File: src/rtl/tmr8_pkg.sv
package tmr8_pkg;
  typedef enum logic [1:0] {
    ACT_OFF    = 2'd0,
    ACT_TOGGLE = 2'd1,
    ACT_CLEAR  = 2'd2,
    ACT_SET    = 2'd3
  } cmp_act_e;

  localparam int unsigned MODE_W   = 3;
  localparam logic [MODE_W-1:0] WAVE_CTC = 3'd2;
endpackage

File: src/rtl/tmr8_counter.sv
module tmr8_counter #(
  parameter int unsigned W = 8
) (
  input  logic         clk_i,
  input  logic         rst_ni,
  input  logic         tick_i,
  input  logic         ctc_i,
  input  logic [W-1:0] cmp_i,
  input  logic         wr_i,
  input  logic [W-1:0] wdata_i,
  output logic [W-1:0] cnt_o,
  output logic         hit_o,
  output logic         wrap_o
);
  localparam logic [W-1:0] CNT_MAX = {W{1'b1}};

  logic [W-1:0] cnt_q;
  logic         supp_q;
  logic         step;

  assign step   = tick_i && !wr_i;
  assign hit_o  = step && !supp_q && (cnt_q == cmp_i);
  assign wrap_o = step && (cnt_q == CNT_MAX);
  assign cnt_o  = cnt_q;

  always_ff @(posedge clk_i or negedge rst_ni) begin
    if (!rst_ni) begin
      cnt_q  <= '0;
      supp_q <= 1'b0;
    end else if (wr_i) begin
      cnt_q  <= wdata_i;
      supp_q <= 1'b1;
    end else if (tick_i) begin
      supp_q <= 1'b0;
      cnt_q  <= (ctc_i && hit_o) ? '0 : cnt_q + 1'b1;
    end
  end

  assert_wr_prio_R9: assert property (@(posedge clk_i) disable iff (!rst_ni)
    wr_i |=> cnt_q == $past(wdata_i));

  assert_hold_R2: assert property (@(posedge clk_i) disable iff (!rst_ni)
    (!tick_i && !wr_i) |=> $stable(cnt_q));

  assert_ctc_clear_R4: assert property (@(posedge clk_i) disable iff (!rst_ni)
    (ctc_i && tick_i && !wr_i && !supp_q && cnt_q == cmp_i) |=> cnt_q == '0);
endmodule

File: src/rtl/tmr8_flag.sv
module tmr8_flag (
  input  logic clk_i,
  input  logic rst_ni,
  input  logic set_i,
  input  logic clr_i,
  output logic flag_o
);
  logic flag_q;

  // set wins over clear
  always_ff @(posedge clk_i or negedge rst_ni) begin
    if (!rst_ni)     flag_q <= 1'b0;
    else if (set_i)  flag_q <= 1'b1;
    else if (clr_i)  flag_q <= 1'b0;
  end

  assign flag_o = flag_q;

  // sticky behaviour, covers R3 and R5
  assert_flag_sticky_R3: assert property (@(posedge clk_i) disable iff (!rst_ni)
    (flag_q && !clr_i) |=> flag_q);

  assert_flag_set_R5: assert property (@(posedge clk_i) disable iff (!rst_ni)
    set_i |=> flag_q);
endmodule

File: src/rtl/tmr8_cmp_out.sv
module tmr8_cmp_out
  import tmr8_pkg::*;
(
  input  logic     clk_i,
  input  logic     rst_ni,
  input  logic     hit_i,
  input  logic     force_i,
  input  cmp_act_e mode_i,
  output logic     wave_o
);
  cmp_act_e act_q;
  logic     oc_q;
  logic     oc_d;
  logic     apply;

  assign apply = hit_i || force_i;

  always_comb begin
    unique case (mode_i)
      ACT_TOGGLE: oc_d = ~oc_q;
      ACT_CLEAR:  oc_d = 1'b0;
      ACT_SET:    oc_d = 1'b1;
      default:    oc_d = oc_q;
    endcase
  end

  // action code latched only when applied
  always_ff @(posedge clk_i or negedge rst_ni) begin
    if (!rst_ni) begin
      act_q <= ACT_OFF;
      oc_q  <= 1'b0;
    end else if (apply) begin
      act_q <= mode_i;
      oc_q  <= oc_d;
    end
  end

  assign wave_o = oc_q && (act_q != ACT_OFF);

  assert_out_hold_R7: assert property (@(posedge clk_i) disable iff (!rst_ni)
    (!hit_i && !force_i) |=> $stable(wave_o));

  assert_set_action_R6: assert property (@(posedge clk_i) disable iff (!rst_ni)
    (apply && mode_i == ACT_SET) |=> wave_o);
endmodule

File: src/rtl/tmr8_ctc.sv
module tmr8_ctc
  import tmr8_pkg::*;
#(
  parameter int unsigned CNT_W = 8
) (
  input  logic             clk_i,
  input  logic             rst_ni,
  input  logic             tick_i,
  input  logic [2:0]       wave_mode_i,
  input  logic [1:0]       out_mode_i,
  input  logic [CNT_W-1:0] cmp_val_i,
  input  logic             force_i,
  input  logic             cnt_wr_i,
  input  logic [CNT_W-1:0] cnt_wdata_i,
  input  logic             ovf_clr_i,
  input  logic             match_clr_i,
  input  logic             match_ie_i,
  output logic [CNT_W-1:0] count_o,
  output logic             ovf_flag_o,
  output logic             match_flag_o,
  output logic             match_irq_o,
  output logic             wave_o
);
  logic ctc;
  logic hit;
  logic wrap;

  assign ctc = (wave_mode_i == WAVE_CTC);

  tmr8_counter #(.W(CNT_W)) u_cnt (
    .clk_i   (clk_i),
    .rst_ni  (rst_ni),
    .tick_i  (tick_i),
    .ctc_i   (ctc),
    .cmp_i   (cmp_val_i),
    .wr_i    (cnt_wr_i),
    .wdata_i (cnt_wdata_i),
    .cnt_o   (count_o),
    .hit_o   (hit),
    .wrap_o  (wrap)
  );

  tmr8_flag u_ovf (
    .clk_i  (clk_i),
    .rst_ni (rst_ni),
    .set_i  (wrap),
    .clr_i  (ovf_clr_i),
    .flag_o (ovf_flag_o)
  );

  tmr8_flag u_match (
    .clk_i  (clk_i),
    .rst_ni (rst_ni),
    .set_i  (hit),
    .clr_i  (match_clr_i),
    .flag_o (match_flag_o)
  );

  tmr8_cmp_out u_out (
    .clk_i   (clk_i),
    .rst_ni  (rst_ni),
    .hit_i   (hit),
    .force_i (force_i),
    .mode_i  (cmp_act_e'(out_mode_i)),
    .wave_o  (wave_o)
  );

  assign match_irq_o = match_flag_o && match_ie_i;

  assert_force_no_flag_R8: assert property (@(posedge clk_i) disable iff (!rst_ni)
    (force_i && !hit && !match_flag_o) |=> !match_flag_o);

  assert_force_no_clear_R8: assert property (@(posedge clk_i) disable iff (!rst_ni)
    (force_i && !tick_i && !cnt_wr_i) |=> $stable(count_o));
endmodule

File: config.mk
export PLATFORM = sky130hd
export DESIGN_NAME = tmr8_ctc
export DESIGN_NICKNAME = d
export VERILOG_FILES = /design/src/rtl/tmr8_pkg.sv /design/src/rtl/tmr8_counter.sv /design/src/rtl/tmr8_flag.sv /design/src/rtl/tmr8_cmp_out.sv /design/src/rtl/tmr8_ctc.sv
export SDC_FILE = /design/constraint.sdc
export NUM_CORES = 1
export LEC_CHECK = 0
export CAP_MARGIN = 20
export CELL_PAD_IN_SITES_DETAIL_PLACEMENT = 0
export CELL_PAD_IN_SITES_GLOBAL_PLACEMENT = 1
export CORE_ASPECT_RATIO = 1.25
export CORE_UTILIZATION = 28
export DETAILED_ROUTE_END_ITERATION = 7
export GPL_ROUTABILITY_DRIVEN = 0
export GPL_TIMING_DRIVEN = 1
export PLACE_DENSITY = 0.71
export SLEW_MARGIN = 40
export SYNTH_ARGS = -nofsm -noshare
export SYNTH_HDL_FRONTEND = slang
export SYNTH_SLANG_ARGS = --single-unit
File: constraint.sdc
create_clock -name clk_i -period 4.45 [get_ports clk_i]
set_input_delay 0.6675 -clock clk_i [delete_from_list [all_inputs] [get_ports clk_i]]
set_output_delay 0.6675 -clock clk_i [all_outputs]
set_load 0.02 [all_outputs]
==> key figures <==
Clocking
  • Clock root buffer: clkbuf_4
  • CTS clk-pin slew, worst paths: 0.09 ns
  • Clk sinks: 14
  • Resized cells post-CTS: 0
  • H-tree depth: 1
  • Num CTS Buffers: 3
  • Hold-fix buffers, CTS: 0
  • CTS max path bufs: 2
  • Clk Latency, worst-skew pair: 0.28 ns
  • Post-CTS Setup Bufs: 0
  • TritonCTS clock tree: done

Global route
  • Largest net degree at the start of global routing: 21
  • Initial antenna violation count: 0
  • Tot GR Track Use: 15.7%
  • First-pass GRT wire length: 4100 microns
  • Vias in the first global route: 911
  • Grt total ovfl: 0

Yosys
  • Syn avg cell area: 9.33 sq um
  • Netlist cell types: 36
  • Synth Register Bits: 14
  • Cell area after synthesis: 915 sq um
  • Post-Syn Nets: 128
  • Post-synth ARST share: 100%
  • Mapped Cells: 98
  • Post-synthesis sequential area ratio: 38.3%
  • Number of synthesized flops with an enable pin: 0
  • Ys flop type: dfrtp_1
  • Yosys synthesis warning count: 0

Worst setup path
  • Crit path DAT: 2.64 ns
  • Crit end category: flop
  • Required @ worst endpoint: 4.59 ns
  • Kind of start point of the critical path: input pin
  • CP Max Fanout: 20
  • Setup CP Type: in2reg
  • Register-to-Register Path Depth: 5

Pwr
  • VDD IR max: 149 uV
  • Switching pwr: 0.121 mW
  • Register share of total power: 42.9%
  • Leak: 0.557 nW
  • Pwr/cell area: 274 mW/mm^2
  • Int Pwr: 0.257 mW
  • Logic pwr share: 32.8%
  • Power share of the clock group: 24.3%
  • Sw Share: 31.9%

Detailed routing
  • Drt pass-1 iters: 4
  • ANT nets after route: 0
  • Vias per cell: 5.05
  • Total wire length: 2470 microns
  • DR DRC count: 0
  • Vias: 878
  • Initial DRC Count: 14
  • Routed WL per cell: 14.2 microns

Placed design
  • Detailed placement HPWL: 1920 microns
  • I/O Buffers: 40

Floorplan
  • Die H: 65.9 microns
  • Die Area: 0.00350 sq mm
  • I/O Pins: 41
  • Die W: 53.1 microns
  • FP Rows: 22
  • Core area: 0.00303 sq mm
  • Initial Util: 30.2%

STA
  • Setup_tns: 0 ns
  • Least-Margin Pin Slew: 0.671 ns
  • Setup-failing EPs final: 0
  • Unrepaired setup endpoints after global routing: no
  • Tcrit/Tclk final: 56.3%
  • Clock Skew: 0.00371 ns
  • Final Hold Vio Count: 0
  • FMAX: 0.399 GHz
  • Final Critical Period: 2.50 ns
  • Slew headroom: 55.1%
  • Fin. max-slew vios: 0

Final layout
  • Commonest non-fill, non-tap cell in the layout: clkdlybuf4s50_1
  • Layout cells sized above 1: 10.1%
  • Fillers: 293
  • Register area: 350 sq um
  • Fin util: 45.5%
  • Layout overhead on the synthesized area: 50.8%
  • Multi-input gate area: 532 sq um
  • Nets@finish: 169
  • ANT cells: 0
  • Most frequent cells in the layout: 40 x clkdlybuf4s50_1, 14 x dfrtp_1, 11 x nand2_1

Outcome
  • Status: completed

Run
  • Max Cap Viol: 0

Hold path
  • Hold depth: 1
  • Hold/Removal Path Class: reg2reg
final cells by class:
type                            count  area share (%)
Inverter                            4            1.09
Sequential cell                    14            25.4
Tap cell                           36            3.27
Timing Repair Buffer               40            29.0
Clock buffer                        4            2.63
Multi-Input combinational cell     76            38.6
logic make-up after synthesis:
logic type / Yosys count / synth area share [%]
flops: 14 / 38.3
fa+ha+maj: 1 / 1.37
compound gates: 25 / 18.5
simple gates: 39 / 26.7
xor+xnor: 8 / 7.66
buf+inv: 8 / 3.56
mux: 3 / 3.97
state kept, by name (all words and copies together) (netlist names):
signal and count:
u_out.act_q 2, u_cnt.supp_q 1, u_out.oc_q 1, u_match.flag_o 1
u_ovf.flag_o 1, u_cnt.cnt_o 8
Yosys cell counts (all sizes together), types with 2 or more instances:
cell / n / share of area (%)
nor4: 3 / 3.7
a21oi: 3 / 1.6
a31oi: 2 / 2.1
buf: 2 / 1.1
nand3: 4 / 2.2
nor3: 3 / 2.7
a21o: 2 / 1.8
dfrtp: 14 / 38
nor2b: 3 / 2.1
xor2: 8 / 7.7
nand2: 11 / 4.5
nor2: 2 / 0.82
inv: 4 / 1.6
mux2: 2 / 2.9
a22oi: 5 / 4.1
nor3b: 6 / 4.9
nand2b: 2 / 1.4
o21ai: 8 / 4.4
and3: 3 / 2.3
clkbuf: 2 / 0.82
path summary, 6_finish.rpt:
kind | to | slack, ns | from
worst min register to register | u_out.act_q[0] | 0.50 | u_out.act_q[0]
min in group asynchronous | u_cnt.cnt_o[5] | 0.79 | rst_ni
worst max-delay path | u_cnt.cnt_o[2] | 1.95 | cnt_wr_i
max in group asynchronous | u_cnt.cnt_o[0] | 3.23 | rst_ni
worst max register to register | u_cnt.cnt_o[2] | 2.68 | u_cnt.cnt_o[3]
worst min-delay path | u_out.act_q[0] | 0.50 | u_out.act_q[0]
per-layer routing:
metal	share of wire, %	up-vias	global-route usage, %
met5	0	-	0
met1	47	413	19.9
met3	5.6	0	1.84
met2	48	30	28.0
met4	0	0	2.96
li1	-	435	-
power by group through the flow:
stage,combinational [mW],sequential (mW),clock [mW]
2_1_floorplan,0.0591,0.167,0
3_3_place_gp,0.124,0.165,0
3_5_place_dp,0.124,0.165,0
4_1_cts,0.125,0.163,0.0960
5_1_grt,0.134,0.166,0.101
6_report,0.124,0.162,0.0920
critical path, stage by stage:
cell	delay, ns
clkdlybuf4s50_1	0.75
nand2b_1	0.42
nor3_2	0.25
nand4_2	0.26
a22oi_1	0.22
o21ai_1	0.08
metrics by stage:
step	power, mW	worst slack, ns	hold slack [ns]	std cells	instance area (sq um)
final	0.378	1.95	0.504	174	1380
after floorplan	0.226	2.66	0.372	98	915
after global placement	0.289	1.75	0.493	170	1340
after detailed placement	0.289	1.66	0.487	170	1340
after global routing	0.402	1.78	0.536	174	1380
after CTS	0.384	1.97	0.510	174	1380
(Power assumes the default switching activity.)
